<file path="config.mk">
export PLATFORM = sky130hd
export DESIGN_NAME = loopcode_detect
export DESIGN_NICKNAME = d
export VERILOG_FILES = /design/src/rtl/loopcode_pkg.sv /design/src/rtl/loopcode_window.sv /design/src/rtl/loopcode_period_cmp.sv /design/src/rtl/loopcode_flags.sv /design/src/rtl/loopcode_detect.sv
export SDC_FILE = /design/constraint.sdc
export NUM_CORES = 1
export LEC_CHECK = 0
export BUFFER_PORTS_ARGS = -buffer_cell sky130_fd_sc_hd__buf_4
export CAP_MARGIN = 20
export CORE_MARGIN = 2
export CORE_UTILIZATION = 39
export DETAILED_ROUTE_END_ITERATION = 6
export GPL_ROUTABILITY_DRIVEN = 0
export PLACE_DENSITY_LB_ADDON = 0.25
export SYNTH_ARGS = -nofsm -noshare
export SYNTH_HDL_FRONTEND = slang
export SYNTH_SLANG_ARGS = --single-unit
</file>
<file path="constraint.sdc">
create_clock -name clk -period 7.8 [get_ports clk]
set_input_delay 0.39 -clock clk [delete_from_list [all_inputs] [get_ports clk]]
set_output_delay 0.39 -clock clk [all_outputs]
set_load 0.005 [all_outputs]
</file>
<file path="src/rtl/loopcode_pkg.sv">
package loopcode_pkg;

  typedef enum logic [0:0] {
    CODE_UP = 1'b0,
    CODE_DN = 1'b1
  } code_e;

  localparam int CODE_NUM = 2;

  // repeat length of each code: index 0 = loop-up (00001), index 1 = loop-down (001)
  function automatic int code_period(input int idx);
    return (idx == 0) ? 5 : 3;
  endfunction

endpackage

</file>
<file path="src/rtl/loopcode_window.sv">
module loopcode_window #(
  parameter int unsigned WIN_LEN = 74112,
  parameter int unsigned CW      = 18
) (
  input  logic clk,
  input  logic rst_n,
  input  logic bit_valid,
  output logic win_last
);

  localparam logic [CW-1:0] LAST_C = CW'(WIN_LEN - 1);

  logic [CW-1:0] cnt_q;
  logic [CW-1:0] cnt_d;

  assign win_last = (cnt_q == LAST_C);

  always_comb begin
    cnt_d = cnt_q;
    if (bit_valid) begin
      if (win_last) cnt_d = '0;
      else          cnt_d = cnt_q + 1'b1;
    end
  end

  always_ff @(posedge clk or negedge rst_n) begin
    if (!rst_n)         cnt_q <= '0;
    else if (bit_valid) cnt_q <= cnt_d;
  end

  AST_WIN_RANGE: assert property (@(posedge clk) disable iff (!rst_n)
    cnt_q <= LAST_C);
  AST_WIN_WRAP: assert property (@(posedge clk) disable iff (!rst_n)
    bit_valid && win_last |=> cnt_q == '0);
  AST_WIN_IDLE: assert property (@(posedge clk) disable iff (!rst_n)
    !bit_valid |=> $stable(cnt_q));

endmodule

</file>
<file path="src/rtl/loopcode_period_cmp.sv">
module loopcode_period_cmp #(
  parameter int unsigned PERIOD  = 5,
  parameter int unsigned WIN_LEN = 74112,
  parameter int unsigned ERR_LIM = 2964,
  parameter int unsigned CW      = 18
) (
  input  logic clk,
  input  logic rst_n,
  input  logic bit_valid,
  input  logic bit_data,
  input  logic win_last,
  output logic hit
);

  localparam logic [CW-1:0] EXP_C = CW'(WIN_LEN / PERIOD);
  localparam logic [CW-1:0] LIM_C = CW'(ERR_LIM);

  logic [PERIOD-1:0] hist_q;
  logic [PERIOD-1:0] hist_d;
  logic [CW-1:0]     mis_q, mis_d, mis_tot;
  logic [CW-1:0]     one_q, one_d, one_tot;
  logic              mism;
  logic              mis_ok, band_lo, band_hi;

  // compare the incoming bit with the one accepted PERIOD bits ago
  assign mism    = bit_data ^ hist_q[PERIOD-1];
  assign mis_tot = mis_q + CW'(mism);
  assign one_tot = one_q + CW'(bit_data);
  assign mis_ok  = (mis_tot < LIM_C);
  assign band_lo = ((one_tot + LIM_C) > EXP_C);
  assign band_hi = (one_tot < (EXP_C + LIM_C));
  assign hit     = bit_valid & win_last & mis_ok & band_lo & band_hi;

  always_comb begin
    hist_d = {hist_q[PERIOD-2:0], bit_data};
    if (win_last) begin
      mis_d = '0;
      one_d = '0;
    end else begin
      mis_d = mis_tot;
      one_d = one_tot;
    end
  end

  always_ff @(posedge clk or negedge rst_n) begin
    if (!rst_n) begin
      hist_q <= '0;
      mis_q  <= '0;
      one_q  <= '0;
    end else if (bit_valid) begin
      hist_q <= hist_d;
      mis_q  <= mis_d;
      one_q  <= one_d;
    end
  end

  AST_TALLY_RESTART: assert property (@(posedge clk) disable iff (!rst_n)
    bit_valid && win_last |=> mis_q == '0 && one_q == '0);
  AST_TALLY_IDLE: assert property (@(posedge clk) disable iff (!rst_n)
    !bit_valid |=> $stable(mis_q) && $stable(one_q) && $stable(hist_q));
  AST_MIS_STEP: assert property (@(posedge clk) disable iff (!rst_n)
    bit_valid && !win_last |=> mis_q - $past(mis_q) <= CW'(1));

endmodule

</file>
<file path="src/rtl/loopcode_flags.sv">
module loopcode_flags #(
  parameter int unsigned N = 2
) (
  input  logic         clk,
  input  logic         rst_n,
  input  logic [N-1:0] hit,
  input  logic         clr,
  input  logic [N-1:0] en,
  output logic [N-1:0] flag,
  output logic         irq
);

  logic [N-1:0] flag_q;
  logic [N-1:0] flag_d;

  always_comb begin
    flag_d = (flag_q & {N{~clr}}) | hit;
  end

  always_ff @(posedge clk or negedge rst_n) begin
    if (!rst_n) flag_q <= '0;
    else        flag_q <= flag_d;
  end

  assign flag = flag_q;
  assign irq  = |(flag_q & en);

  for (genvar i = 0; i < N; i++) begin : g_chk
    AST_FLAG_STICKY: assert property (@(posedge clk) disable iff (!rst_n)
      flag_q[i] && !clr |=> flag_q[i]);
    AST_FLAG_SET: assert property (@(posedge clk) disable iff (!rst_n)
      hit[i] |=> flag_q[i]);
    AST_FLAG_CLR: assert property (@(posedge clk) disable iff (!rst_n)
      clr && !hit[i] |=> !flag_q[i]);
    AST_FLAG_QUIET: assert property (@(posedge clk) disable iff (!rst_n)
      !flag_q[i] && !hit[i] |=> !flag_q[i]);
  end

  AST_IRQ_MASKED: assert property (@(posedge clk) disable iff (!rst_n)
    en == '0 |-> !irq);

endmodule

</file>
<file path="src/rtl/loopcode_detect.sv">
module loopcode_detect #(
  parameter int unsigned WIN_LEN = 74112,
  parameter int unsigned ERR_LIM = WIN_LEN / 25
) (
  input  logic clk,
  input  logic rst_n,
  input  logic bit_valid,
  input  logic bit_data,
  input  logic stat_clr,
  input  logic up_irq_en,
  input  logic dn_irq_en,
  output logic up_flag,
  output logic dn_flag,
  output logic irq
);
  import loopcode_pkg::*;

  localparam int unsigned CW = $clog2(WIN_LEN + ERR_LIM + 1) + 1;

  logic                win_last;
  logic [CODE_NUM-1:0] hit;
  logic [CODE_NUM-1:0] en;
  logic [CODE_NUM-1:0] flag;

  loopcode_window #(
    .WIN_LEN (WIN_LEN),
    .CW      (CW)
  ) u_window (
    .clk       (clk),
    .rst_n     (rst_n),
    .bit_valid (bit_valid),
    .win_last  (win_last)
  );

  for (genvar g = 0; g < CODE_NUM; g++) begin : g_code
    loopcode_period_cmp #(
      .PERIOD  (code_period(g)),
      .WIN_LEN (WIN_LEN),
      .ERR_LIM (ERR_LIM),
      .CW      (CW)
    ) u_cmp (
      .clk       (clk),
      .rst_n     (rst_n),
      .bit_valid (bit_valid),
      .bit_data  (bit_data),
      .win_last  (win_last),
      .hit       (hit[g])
    );
  end

  assign en[CODE_UP] = up_irq_en;
  assign en[CODE_DN] = dn_irq_en;

  loopcode_flags #(
    .N (CODE_NUM)
  ) u_flags (
    .clk   (clk),
    .rst_n (rst_n),
    .hit   (hit),
    .clr   (stat_clr),
    .en    (en),
    .flag  (flag),
    .irq   (irq)
  );

  assign up_flag = flag[CODE_UP];
  assign dn_flag = flag[CODE_DN];

  AST_FLAG_AT_BOUNDARY: assert property (@(posedge clk) disable iff (!rst_n)
    !(bit_valid && win_last) && !up_flag && !dn_flag |=> !up_flag && !dn_flag);

endmodule

</file>
=== Yosys cells after proc, flatten, opt, wreduce, memory -nomap -nowiden ===
Cells that the tools add are included.
W data, S select, Z words.

* ROM bits: 0
* Input port bits: 7
* Output and inout bits: 3
* Memories: 0
* Bits in latches: 0
* Word-level logic and storage cells: 41
* RAM bits: 0
* Bits in registers: 100

* Equality and inequality tests: 1
* Mux-type cells: 5
* Multiply operators: 0
* Bitwise gates (word level): 13
* Reductions and logical operators: 1
* Shifts and indexed selects: 0
* Magnitude comparators: 6
* Add/subtract/negate cells: 7
* Div/mod/pow operators: 0

{| class="wikitable"
|+ Operators with widths
! cell !! number
|-
| $mux W18 || 5
|-
| $add A18 B1 Y18 || 4
|-
| $add A18 B12 Y18 const B || 2
|-
| $lt A18 B12 Y1 const B || 2
|-
| $lt A18 B15 Y1 const B || 2
|-
| $add A18 B1 Y18 const B || 1
|-
| $eq A18 B17 Y1 const B || 1
|-
| $gt A18 B14 Y1 const B || 1
|-
| $gt A18 B15 Y1 const B || 1
|-
| $and A1 B1 Y1 || 7
|-
| $and A2 B2 Y2 || 2
|-
| $or A2 B2 Y2 || 1
|-
| $reduce_or A2 Y1 || 1
|-
| $xor A1 B1 Y1 || 2
|-
| $not A1 Y1 || 1
|}

=== Logic depth before layout (Yosys ltp) ===
Gate-level depths: netlist of the first run.

* Depth after elaboration: 7
* Depth in mapped cells: 13
* Gate-level depth less buffers: 12

=== Hierarchy ===
Synthesis of the first run repeated with hierarchy kept, for this count alone.

* Cell total of the unflattened synthesis: 822
* Area, all modules: 7,041.8 sq um

{| class="wikitable"
|+ Modules (own cells, without submodules)
! module !! seq. area each (sq um) !! instances !! area an instance (sq um) !! cells an instance
|-
| loopcode_period_cmp (g_code[0].u_cmp) || 1,026.0 || 1 || 3,265.6 || 394
|-
| loopcode_period_cmp (g_code[1].u_cmp) || 975.9 || 1 || 2,822.7 || 339
|-
| loopcode_window || 450.4 || 1 || 874.6 || 83
|-
| loopcode_flags || 50.0 || 1 || 78.8 || 6
|}

=== Worst setup path before layout of the first run ===
No wires, ideal clock.

* Path kind: input-to-reg
* Start point: in bit_data
* End point: reg u_flags.flag_q[0], in the netlist u_flags.flag[0]
* Library setup time: 0.126 ns
* Stages: 11
* Path slack: 4.763 ns
* Arrival time: 2.911 ns
* Data required time: 7.674 ns
* Buffers on the path: 1
* Path through: ha_1 -> ha_1 -> and4_1 -> clkbuf_2 -> or4_4 -> a211oi_4 -> o221ai_2 -> and2_0 -> or4b_1 -> a32oi_1 -> o31ai_1

* Cells in the longest elaborated chain, start to end: 7
* Elaborated cells between the ends (all ways): 11
* Those cells by class: add/sub: 3; order compare: 3; bitwise: 5

{| class="wikitable"
|+ RTL lines
! item !! RTL line !! source
|-
| start: declaration || loopcode_detect.sv:8 || <nowiki>input logic bit_data,</nowiki>
|-
| branches (longest 5 deep; another with $add A18 B1 Y18) || -- ||
|-
| $and A1 B1 Y1 * || loopcode_period_cmp.sv:32 || <nowiki>assign hit = bit_valid & win_last & mis_ok & band_lo & band_hi;</nowiki>
|-
| $or A2 B2 Y2 * || loopcode_flags.sv:17 || <nowiki>flag_d = (flag_q & {N{~clr}}) | hit;</nowiki>
|-
| via u_flags.flag_d[0] || loopcode_flags.sv:14 || <nowiki>logic [N-1:0] flag_d;</nowiki>
|-
| end signal: assignment || loopcode_flags.sv:22 || <nowiki>else flag_q <= flag_d;</nowiki>
|-
| end: declaration || loopcode_flags.sv:13 || <nowiki>logic [N-1:0] flag_q;</nowiki>
|}

Mark *: on every way through the listed nets, which the timed path passes.
A chain may end at the register's enable or synchronous reset.

=== Final worst setup path of the first run ===
* Start point: reg g_code[0].u_cmp.one_q[0]
* End point: reg u_flags.flag_q[0], in the netlist u_flags.flag[0]

* Cells in the longest elaborated chain, start to end: 6
* Elaborated cells between the ends (all ways): 7
* Those cells by class: add/sub: 2; order compare: 2; bitwise: 3

{| class="wikitable"
|+ RTL lines
! item !! RTL line !! source
|-
| start: declaration || loopcode_period_cmp.sv:21 || <nowiki>logic [CW-1:0] one_q, one_d, one_tot;</nowiki>
|-
| start signal: assignment || loopcode_period_cmp.sv:53 || <nowiki>one_q <= one_d;</nowiki>
|-
| $add A18 B1 Y18 * || loopcode_period_cmp.sv:28 || <nowiki>assign one_tot = one_q + CW'(bit_data);</nowiki>
|-
| $add A18 B12 Y18 || loopcode_period_cmp.sv:30 || <nowiki>assign band_lo = ((one_tot + LIM_C) > EXP_C);</nowiki>
|-
| $gt A18 B14 Y1 || loopcode_period_cmp.sv:30 ||
|-
| $and A1 B1 Y1 || loopcode_period_cmp.sv:32 ||
|-
| $and A1 B1 Y1 * || loopcode_period_cmp.sv:32 ||
|-
| $or A2 B2 Y2 * || loopcode_flags.sv:17 ||
|-
| via u_flags.flag_d[0] || loopcode_flags.sv:14 ||
|}

Mark *: on every way through the listed nets, which the timed path passes. The rest lies on a longest branch.

==> impl_metrics.py, run 1 <==
metrics = {
    "power_and_ir_drop": {
        "total_power_mw": 1.44,
        "p_per_area_mw_per_mm2": 201,
        "swShare_pct": 34.0,
        "switchingPower_mw": 0.491,
        "intPower_mw": 0.952,
        "p_leak_nw": 2.74,
        "p_clk_share_pct": 31.6,
        "power.share.combinational_pct": 20.8,
        "pwr-share-seq_pct": 47.6,
        "ir_drop_uv": 96.2,
    },
    "critical_path": {
        "r2r_end": "u_flags.flag[0]",
        "crit_arrival_ns": 3.53,
        "reg2reg_slack_ns": 4.51,
        "cp-start-kind": "register",
        "r2r-start": "g_code[0].u_cmp.one_q[0]",
        "worstPathRequired_ns": 8.04,
        "cp-end-kind": "register",
        "cp_max_fo": 11,
        "reg2reg_depth": 10,
        "crit_type": "register to register",
    },
    "drt": {
        "vias": 5958,
        "drc": 0,
        "wl_per_cell_um": 16.0,
        "finalWirelength_um": 16500,
        "ant_nets": 0,
        "drt_iter0_drc": 490,
        "viasPerCell": 5.80,
        "firstDrtPassIters": 5,
    },
    "die": {
        "dieArea_mm2": 0.0182,
        "dieWidth_um": 135,
        "start_util_pct": 40.1,
        "chipHeight_um": 135,
        "rows": 47,
        "pin_count": 10,
        "core-area_mm2": 0.0166,
    },
    "layout": {
        "n_antenna_cell": 0,
        "area_growth_pct": 7.47,
        "drive_above_1_share_pct": 7.19,
        "nets": 822,
        "fillers": 1674,
    },
    "grt": {
        "grt_usage_pct": 19.2,
        "grt_overflow": 0,
        "grt_pass1_vias": 5634,
        "antenna_found_initial": 0,
        "grt_pass1_wl_um": 28500,
        "grt_max_degree": 76,
    },
    "sta": {
        "slew_viol_final": 0,
        "slew_headroom_pct": 44.5,
        "post-route-period-util_pct": 42.1,
        "hold_viol": 0,
        "timing.setup.tns_ns": 0,
        "max_freq_mhz": 304,
        "rsz0062_at_grt": "no",
        "setup_violations": 0,
        "min_period_ns": 3.29,
        "tightestPinTransition_ns": 0.826,
        "setup_slack_ns": 4.51,
        "clock_skew_ns": 0.00886,
    },
    "logic_synthesis": {
        "synth-edff-count": 0,
        "yosysMostFrequentCell": "o21ai_0",
        "synth_area_mm2": 0.00668,
        "synth-async-reset-ratio_pct": 100,
        "ys_ff_latch": 97,
        "yosysUniqueCellTypes": 74,
        "yosysWarnings": 0,
        "yosys.area.top_type": "dfrtp_1",
        "ys.flop_type": "dfrtp_1",
        "seq_area_frac_synth_pct": 36.3,
        "yosys-top-cells-area": "dfrtp_1 36%, o21ai_0 8.8%, nand2_1 6.2%",
        "syn_avg_cell_area_um2": 8.12,
        "syn-num-nets": 843,
        "yosysTopAreaCellShare_pct": 36.3,
        "syn_inst": 823,
        "synthTopCellsByCount": "117 x o21ai_0, 110 x nand2_1, 97 x dfrtp_1",
    },
    "status": {
        "status": "completed",
    },
    "clock_tree": {
        "cts_tree": "yes",
        "clk_latency_ns": 0.35,
        "cts_post_setup_buffers_inserted": 0,
        "clk_root_buffer_cell": "clkbuf_16",
        "cts_max_path_buffers": 2,
        "h-tree-depth": 3,
        "cts_made_buffers": 9,
        "numClockSinks": 97,
        "ctsResizeCount": 0,
        "clk_pin_slew_worst_paths_ns": 0.07,
    },
    "placement": {
        "port_buffers": 9,
        "pre_cts_slack_ns": 4.34,
        "dp_hpwl_um": 10800,
    },
    "worst_hold_path": {
        "holdPathStages": 2,
        "hold_end": "u_flags.flag[1]",
        "worstHoldStart": "stat_clr",
        "hp-class": "input pin to register",
    },
    "job": {
        "maxCapViolCount": 0,
    },
}
[logic make-up (layout without fill, tap and decap cells)]
| logic type | count (synthesis) | count (layout) | synth area share (%) |
|---|---|---|---|
| and+or+nand+nor | 326 | 326 | 25.6 |
| AOI/OAI and AO/OA | 246 | 246 | 22.8 |
| DFF | 97 | 97 | 36.3 |
| buffers and inverters | 85 | 69 | 5.17 |
| xor gates and xnor gates | 47 | 47 | 6.16 |
| adders and majority gates | 13 | 13 | 2.44 |
| muxes | 9 | 9 | 1.46 |
[final cells by class]
type	count	area [µm²]	share of cell area [%]
clock buffer	11	243	3.38
clock inverter	5	53.8	0.750
inverter	36	135	1.88
multi-input combinational	641	3910	54.5
sequential	97	2430	33.8
tap	220	275	3.83
timing repair buffer	17	130	1.81
[metal layers]
metal  part of all wire (%)  track usage (%)
met1                     52             27.7
met2                     43             29.3
met3                    2.7             2.52
met4                    2.4             7.66
met5                      0                0
[power by group through the flow]
stage / clock [mW] / combinational (mW) / sequential (mW)
floorplan: 0 / 0.288 / 0.628
global placement: 0 / 0.294 / 0.691
detailed placement: 0 / 0.298 / 0.693
CTS: 0.470 / 0.300 / 0.683
global route: 0.491 / 0.349 / 0.703
finish: 0.456 / 0.301 / 0.686
[registers in the layout, summed over array words and instances, names as in the netlist]
| name | count |
|---|---|
| g_code.u_cmp.hist_q | 5 |
| g_code.u_cmp.mis_q | 36 |
| g_code.u_cmp.one_q | 36 |
| u_flags.flag | 2 |
| u_window.cnt_q | 18 |
[stage by stage]
stage	utilization [%]	hold slack, ns	std cells	cell area [µm²]
after floorplan	-	0.0944	823	6680
after global placement	41.3	0.376	1010	6870
after detailed placement	41.3	0.381	1010	6870
after CTS	43.1	0.219	1027	7180
after global routing	43.1	0.233	1027	7180
final	43.1	0.232	1027	7180
[critical path: stages, from the launching register on]
cell and delay [ns]:
dfrtp_1 0.38, ha_1 0.25, ha_1 0.34, and4_1 0.35, or4_4 0.46, a211oi_4 0.33
o221ai_2 0.14, and2_0 0.18, or4b_1 0.49, a32oi_1 0.16, o31ai_1 0.10
[worst max-delay path by stage]
stage | cells past startpoint | to | startpoint | slack, ns
finish | 10 | u_flags.flag[0] | g_code[0].u_cmp.one_q[0] | 4.51
global route | 10 | u_flags.flag[0] | g_code[0].u_cmp.one_q[0] | 4.11
CTS | 10 | u_flags.flag[0] | g_code[0].u_cmp.one_q[0] | 4.52
detailed placement | 11 | u_flags.flag[0] | bit_data | 4.34
global placement | 11 | u_flags.flag[0] | bit_data | 4.35
floorplan | 11 | u_flags.flag[0] | bit_data | 4.76
[what timing repair did]
| action | 4_1_cts | 5_1_grt |
|---|---|---|
| setup endpoints to repair | 0 | 0 |
| hold endpoints to repair | 3 | 0 |
| hold buffers | 1 | 0 |
[layout by cell type, fill, tap and decap left out, drive strengths merged, types with 3 or more instances in the layout]
| cell type | netlist | final |
|---|---|---|
| mux2 | 6 | 6 |
| nor3 | 24 | 24 |
| and3 | 22 | 22 |
| xnor2 | 35 | 35 |
| o211ai | 3 | 3 |
| dfrtp | 97 | 97 |
| mux2i | 3 | 3 |
| o41ai | 3 | 3 |
| and4 | 9 | 9 |
| inv | 36 | 37 |
| a21oi | 34 | 34 |
| nor2 | 33 | 33 |
| or4 | 4 | 4 |
| or2 | 4 | 4 |
| clkbuf | 33 | 11 |
| ha | 13 | 13 |
| nand2 | 110 | 110 |
| a211oi | 6 | 6 |
| xor2 | 12 | 12 |
| o2bb2ai | 8 | 8 |
| o22ai | 10 | 10 |
| buf | 16 | 16 |
| o21ai | 117 | 117 |
| o31ai | 18 | 18 |
| nand3b | 3 | 3 |
| nand3 | 51 | 51 |
| a21o | 6 | 6 |
| nand4 | 21 | 21 |
| and2 | 9 | 9 |
| nor4 | 16 | 16 |
| a32oi | 3 | 3 |
| a22o | 5 | 5 |
| a31oi | 13 | 13 |
| clkinv | 0 | 3 |
| or3 | 7 | 7 |
Power figures use the tool's default switching activity.
==> inputs of run 2 (changes only) <==
==> constraint.sdc (replaced) <==
create_clock -name clk -period 3.1 [get_ports clk]
set_input_delay 0.155 -clock clk [delete_from_list [all_inputs] [get_ports clk]]
set_output_delay 0.155 -clock clk [all_outputs]
set_load 0.005 [all_outputs]
==> impl_metrics.py, run 2 (synthesized netlist as in run 1, its figures left out) <==
metrics = {
    "die": {
        "chipHeight_um": 135,
        "dieArea_mm2": 0.0182,
        "start_util_pct": 40.1,
        "pin_count": 10,
        "rows": 47,
        "dieWidth_um": 135,
        "core-area_mm2": 0.0166,
    },
    "layout": {
        "nets": 861,
        "design_area_mm2": 0.00755,
        "area_growth_pct": 13.0,
        "layout_commonest_cell": "o21ai_0",
        "top_regs": "g_code.u_cmp.mis_q x36, g_code.u_cmp.one_q x36, u_window.cnt_q x18",
        "drive_above_1_share_pct": 12.8,
        "most-common-layout-cells": "117 x o21ai_0, 110 x nand2_1, 96 x dfrtp_1",
        "n_antenna_cell": 0,
    },
    "drt": {
        "viasPerCell": 5.75,
        "wl_met3_um": 670,
        "drt_iter0_drc": 452,
        "top_layer": "met4",
        "route.met2.wl_um": 7720,
        "wl_met1_um": 8050,
        "wl_per_cell_um": 15.6,
        "vias": 6129,
        "firstDrtPassIters": 5,
        "finalWirelength_um": 16700,
        "ant_nets": 0,
        "drc": 0,
    },
    "grt": {
        "grt_max_degree": 56,
        "grt_pass1_wl_um": 28500,
        "grt_usage_pct": 19.1,
        "grt_overflow": 0,
        "antenna_found_initial": 0,
        "grt_pass1_vias": 5637,
    },
    "clock_tree": {
        "clk_latency_ns": 0.36,
        "h-tree-depth": 3,
        "clk_pin_slew_worst_paths_ns": 0.07,
        "cts_tree": "yes",
        "clk_root_buffer_cell": "clkbuf_16",
        "cts_made_buffers": 9,
        "numClockSinks": 97,
        "cts_max_path_buffers": 2,
    },
    "sta": {
        "slew_headroom_pct": 53.0,
        "tightestPinTransition_ns": 0.704,
        "min_period_ns": 2.97,
        "setup_violations": 0,
        "timing.setup.tns_ns": 0,
        "post-route-period-util_pct": 95.9,
        "max_freq_mhz": 336,
        "slew_viol_final": 0,
        "hold_viol": 0,
        "clock_skew_ns": 0.0120,
    },
    "critical_path": {
        "worstPathRequired_ns": 3.33,
        "cp-start-kind": "register",
        "crit_arrival_ns": 3.20,
        "crit_top_cell": "ha_1",
        "crit_type": "register to register",
        "cp_num_cells": 10,
        "cp-end-kind": "register",
        "reg2reg_depth": 10,
        "cp_max_fo": 3,
        "cpPeakStageDelay_ns": 0.51,
        "worstPathCellList": "ha_1 > ha_1 > and4_1 > or4_4 > a211oi_4 > o221ai_2 > and2_0 > or4b_1 > a32oi_2 > o31ai_1",
        "crit_family": "simple AND/OR/NAND/NOR gates",
        "cp_num_buf_inv": 0,
        "cpMaxStageDelayCell": "or4b_1",
    },
    "power_and_ir_drop": {
        "p_per_area_mw_per_mm2": 480,
        "ir_drop_uv": 288,
        "p_leak_nw": 2.97,
    },
    "placement": {
        "dp_hpwl_um": 11300,
        "port_buffers": 9,
        "postPlaceCellArea_mm2": 0.00716,
    },
    "worst_hold_path": {
        "hp-class": "input pin to register",
        "holdPathStages": 2,
    },
    "job": {
        "maxCapViolCount": 0,
    },
    "status": {
        "status": "completed",
    },
}
==> run 2: worst reg2reg max path: stages (launching register included) <==
cell and delay, ns:
dfrtp_1 0.38, ha_1 0.21, ha_1 0.20, and4_1 0.21
or4_4 0.44, a211oi_4 0.25, o221ai_2 0.13, and2_0 0.19
or4b_1 0.51, a32oi_2 0.22, o31ai_1 0.11
==> run 2: area by class of cell <==
type | count | area, µm²
clock buffers | 10 | 229
clock inverters | 6 | 43.8
fillers | 1650 | 9090
inverters | 36 | 135
multi-input cells | 641 | 4000
flip-flops and latches | 97 | 2430
well taps | 220 | 275
repair buffers | 56 | 438
==> run 2: timing repair <==
action | CTS | global route
gates resized for setup | 0 | 15
hold buffers | 2 | 0
buffers inserted | 0 | 1
hold endpoints to repair | 53 | 0
setup endpoints to repair | 0 | 2
==> run 2: per-layer routing <==
layer	vias up	global-route usage, %
met5	-	0
met4	0	4.97
met3	17	2.89
met2	120	30.1
met1	2935	27.5
li1	3057	-
==> run 2: final timing paths <==
kind | start | endpoint | slack, ns
worst max-delay path | g_code[0].u_cmp.one_q[0] | u_flags.flag[0] | 0.13
worst min-delay path | bit_data | g_code[0].u_cmp.hist_q[0] | 0.14
min in group asynchronous | rst_n | g_code[0].u_cmp.mis_q[2] | 0.40
worst min register to register | u_window.cnt_q[4] | u_window.cnt_q[4] | 0.47
worst max register to register | g_code[0].u_cmp.one_q[0] | u_flags.flag[0] | 0.13
max in group asynchronous | rst_n | g_code[1].u_cmp.one_q[11] | 2.00
==> run 2: power breakdown <==
part / internal [mW] / total [mW] / switching [mW]
sequential: 1.44 / 1.69 / 0.246
clock: 0.547 / 1.05 / 0.501
combinational: 0.377 / 0.887 / 0.510
==> run 2: metrics by stage <==
step / instances / total power, mW / util, % / setup slack [ns] / hold WS (ns)
floorplan: 823 / 2.30 / - / 0.0993 / -0.141
global placement: 1047 / 2.54 / 43.0 / 0.140 / 0.256
detailed placement: 1047 / 2.55 / 43.0 / 0.0508 / 0.262
CTS: 1065 / 3.63 / 44.8 / 0.0308 / 0.131
global route: 1066 / 3.89 / 45.4 / -0.00507 / 0.143
finish: 1066 / 3.62 / 45.4 / 0.126 / 0.144
==> inputs of run 3 (changes only) <==
--- a/config.mk
+++ b/config.mk
@@ -8,7 +8,7 @@
 export BUFFER_PORTS_ARGS = -buffer_cell sky130_fd_sc_hd__buf_4
 export CAP_MARGIN = 20
 export CORE_MARGIN = 2
-export CORE_UTILIZATION = 39
+export CORE_UTILIZATION = 28
 export DETAILED_ROUTE_END_ITERATION = 6
 export GPL_ROUTABILITY_DRIVEN = 0
 export PLACE_DENSITY_LB_ADDON = 0.25
==> impl_metrics.py, run 3 (synthesized netlist as in run 1, its figures left out) <==
metrics = {
    "layout": {
        "most-common-layout-cells": "117 x o21ai_0, 110 x nand2_1, 97 x dfrtp_1",
        "top_regs": "g_code.u_cmp.mis_q x36, g_code.u_cmp.one_q x36, u_window.cnt_q x18",
        "area_growth_pct": 15.3,
        "finalCoreUtilization_pct": 32.8,
        "layout_commonest_cell": "o21ai_0",
        "n_antenna_cell": 0,
        "drive_above_1_share_pct": 12.2,
        "fin_cells": 1171,
        "nets": 867,
        "design_area_mm2": 0.00770,
    },
    "placement": {
        "postPlaceCellArea_mm2": 0.00733,
        "dp_hpwl_um": 11700,
        "pre_cts_slack_ns": 0.154,
        "post-place-cells": 1153,
        "port_buffers": 9,
    },
    "clock_tree": {
        "cts_made_buffers": 9,
        "clk_latency_ns": 0.36,
        "cts_tree": "yes",
        "h-tree-depth": 3,
        "numClockSinks": 97,
        "cts_max_path_buffers": 2,
        "clk_pin_slew_worst_paths_ns": 0.07,
        "clk_root_buffer_cell": "clkbuf_16",
    },
    "power_and_ir_drop": {
        "p_clk_share_pct": 34.0,
        "p_per_area_mw_per_mm2": 507,
        "p_leak_nw": 2.99,
        "power.share.combinational_pct": 23.2,
        "pwr-share-seq_pct": 42.7,
        "ir_drop_uv": 225,
        "switchingPower_mw": 1.27,
        "swShare_pct": 32.6,
        "intPower_mw": 2.63,
    },
    "sta": {
        "timing.setup.tns_ns": 0,
        "setup_slack_ns": 0.142,
        "slew_headroom_pct": 41.1,
        "post-route-period-util_pct": 95.4,
        "clock_skew_ns": 0.00747,
        "setup_violations": 0,
        "tightestPinTransition_ns": 0.883,
        "min_period_ns": 2.96,
        "hold_viol": 0,
        "rsz0062_at_grt": "yes",
        "max_freq_mhz": 338,
        "slew_viol_final": 0,
    },
    "die": {
        "core-area_mm2": 0.0235,
        "chipHeight_um": 158,
        "pin_count": 10,
        "dieArea_mm2": 0.0251,
        "rows": 56,
        "start_util_pct": 28.5,
        "dieWidth_um": 158,
    },
    "grt": {
        "grt_pass1_wl_um": 30100,
        "grt_max_degree": 61,
        "grt_usage_pct": 15.0,
        "antenna_found_initial": 0,
        "grt_pass1_vias": 5905,
        "grt_overflow": 0,
    },
    "drt": {
        "finalWirelength_um": 17700,
        "drc": 0,
        "drt_iter0_drc": 423,
        "firstDrtPassIters": 7,
        "ant_nets": 0,
        "vias": 6140,
        "wl_per_cell_um": 15.1,
        "viasPerCell": 5.24,
    },
    "critical_path": {
        "worstPathRequired_ns": 3.36,
        "crit_arrival_ns": 3.22,
        "cp_max_fo": 6,
        "cp-end-kind": "register",
        "cp-start-kind": "register",
        "crit_type": "register to register",
    },
    "job": {
        "maxCapViolCount": 0,
    },
    "worst_hold_path": {
        "hp-class": "input pin to register",
    },
    "status": {
        "status": "completed",
    },
}
[run 3: per-stage QoR]
step                total power, mW  hold slack, ns
floorplan                      2.30          -0.141
global route                   4.17           0.143
CTS                            3.94           0.136
detailed placement             2.59           0.319
global placement               2.58           0.308
finish                         3.91           0.155
[run 3: final cells by class]
| type | instances | area, µm² |
|---|---|---|
| Clock buffer | 11 | 243 |
| Clock inverter | 5 | 103 |
| Fill cell | 2455 | 15800 |
| Inverter | 36 | 135 |
| Multi-Input combinational cell | 641 | 3920 |
| Sequential cell | 97 | 2430 |
| Tap cell | 319 | 399 |
| Timing Repair Buffer | 62 | 470 |
[run 3: worst paths after layout]
| kind | slack, ns | endpoint | cells past startpoint | startpoint |
|---|---|---|---|---|
| hold / removal | 0.15 | g_code[0].u_cmp.hist_q[0] | 2 | bit_data |
| setup / recovery | 0.14 | u_flags.flag[0] | 12 | g_code[0].u_cmp.one_q[0] |
| max in group asynchronous | 1.88 | g_code[1].u_cmp.one_q[7] | 3 | rst_n |
| min in group asynchronous | 0.43 | g_code[0].u_cmp.mis_q[5] | 2 | rst_n |
| setup reg to reg | 0.14 | u_flags.flag[0] | 12 | g_code[0].u_cmp.one_q[0] |
| hold reg to reg | 0.47 | u_window.cnt_q[4] | 1 | u_window.cnt_q[4] |
[run 3: power groups by stage]
| stage | sequential, mW | clock, mW | combinational (mW) |
|---|---|---|---|
| after CTS | 1.66 | 1.37 | 0.902 |
| after global placement | 1.69 | 0 | 0.885 |
| after global routing | 1.71 | 1.42 | 1.04 |
| final | 1.67 | 1.33 | 0.908 |
| after detailed placement | 1.69 | 0 | 0.897 |
| after floorplan | 1.58 | 0 | 0.725 |
[run 3: routing by layer]
metal  GRT usage (%)  share of wire (%)  wire [µm]  up-vias
met1            20.7                 50       8920     2943
met2            24.1                 44       7860      120
met5               0                  0          0        -
li1                -                  -          -     3055
met3            2.86                3.3        582       22
met4            4.08                1.9        341        0
[run 3: what timing repair did]
action	4_1_cts	5_1_grt
endpoints found under the hold margin	59	0
setup buffers	0	0
gates resized for setup	0	2
hold buffers	2	0
setup endpoints to repair	0	2
[run 3: critical path, stage by stage (launching register included)]
cell and delay (ns):
dfrtp_1 0.35, ha_1 0.17, buf_4 0.14, nand3_1 0.24, xnor2_2 0.25, ha_1 0.23
buf_4 0.14, a21oi_1 0.16, o311ai_0 0.14, a31oi_1 0.23, nor2_1 0.05, or4_1 0.54
o31ai_1 0.21
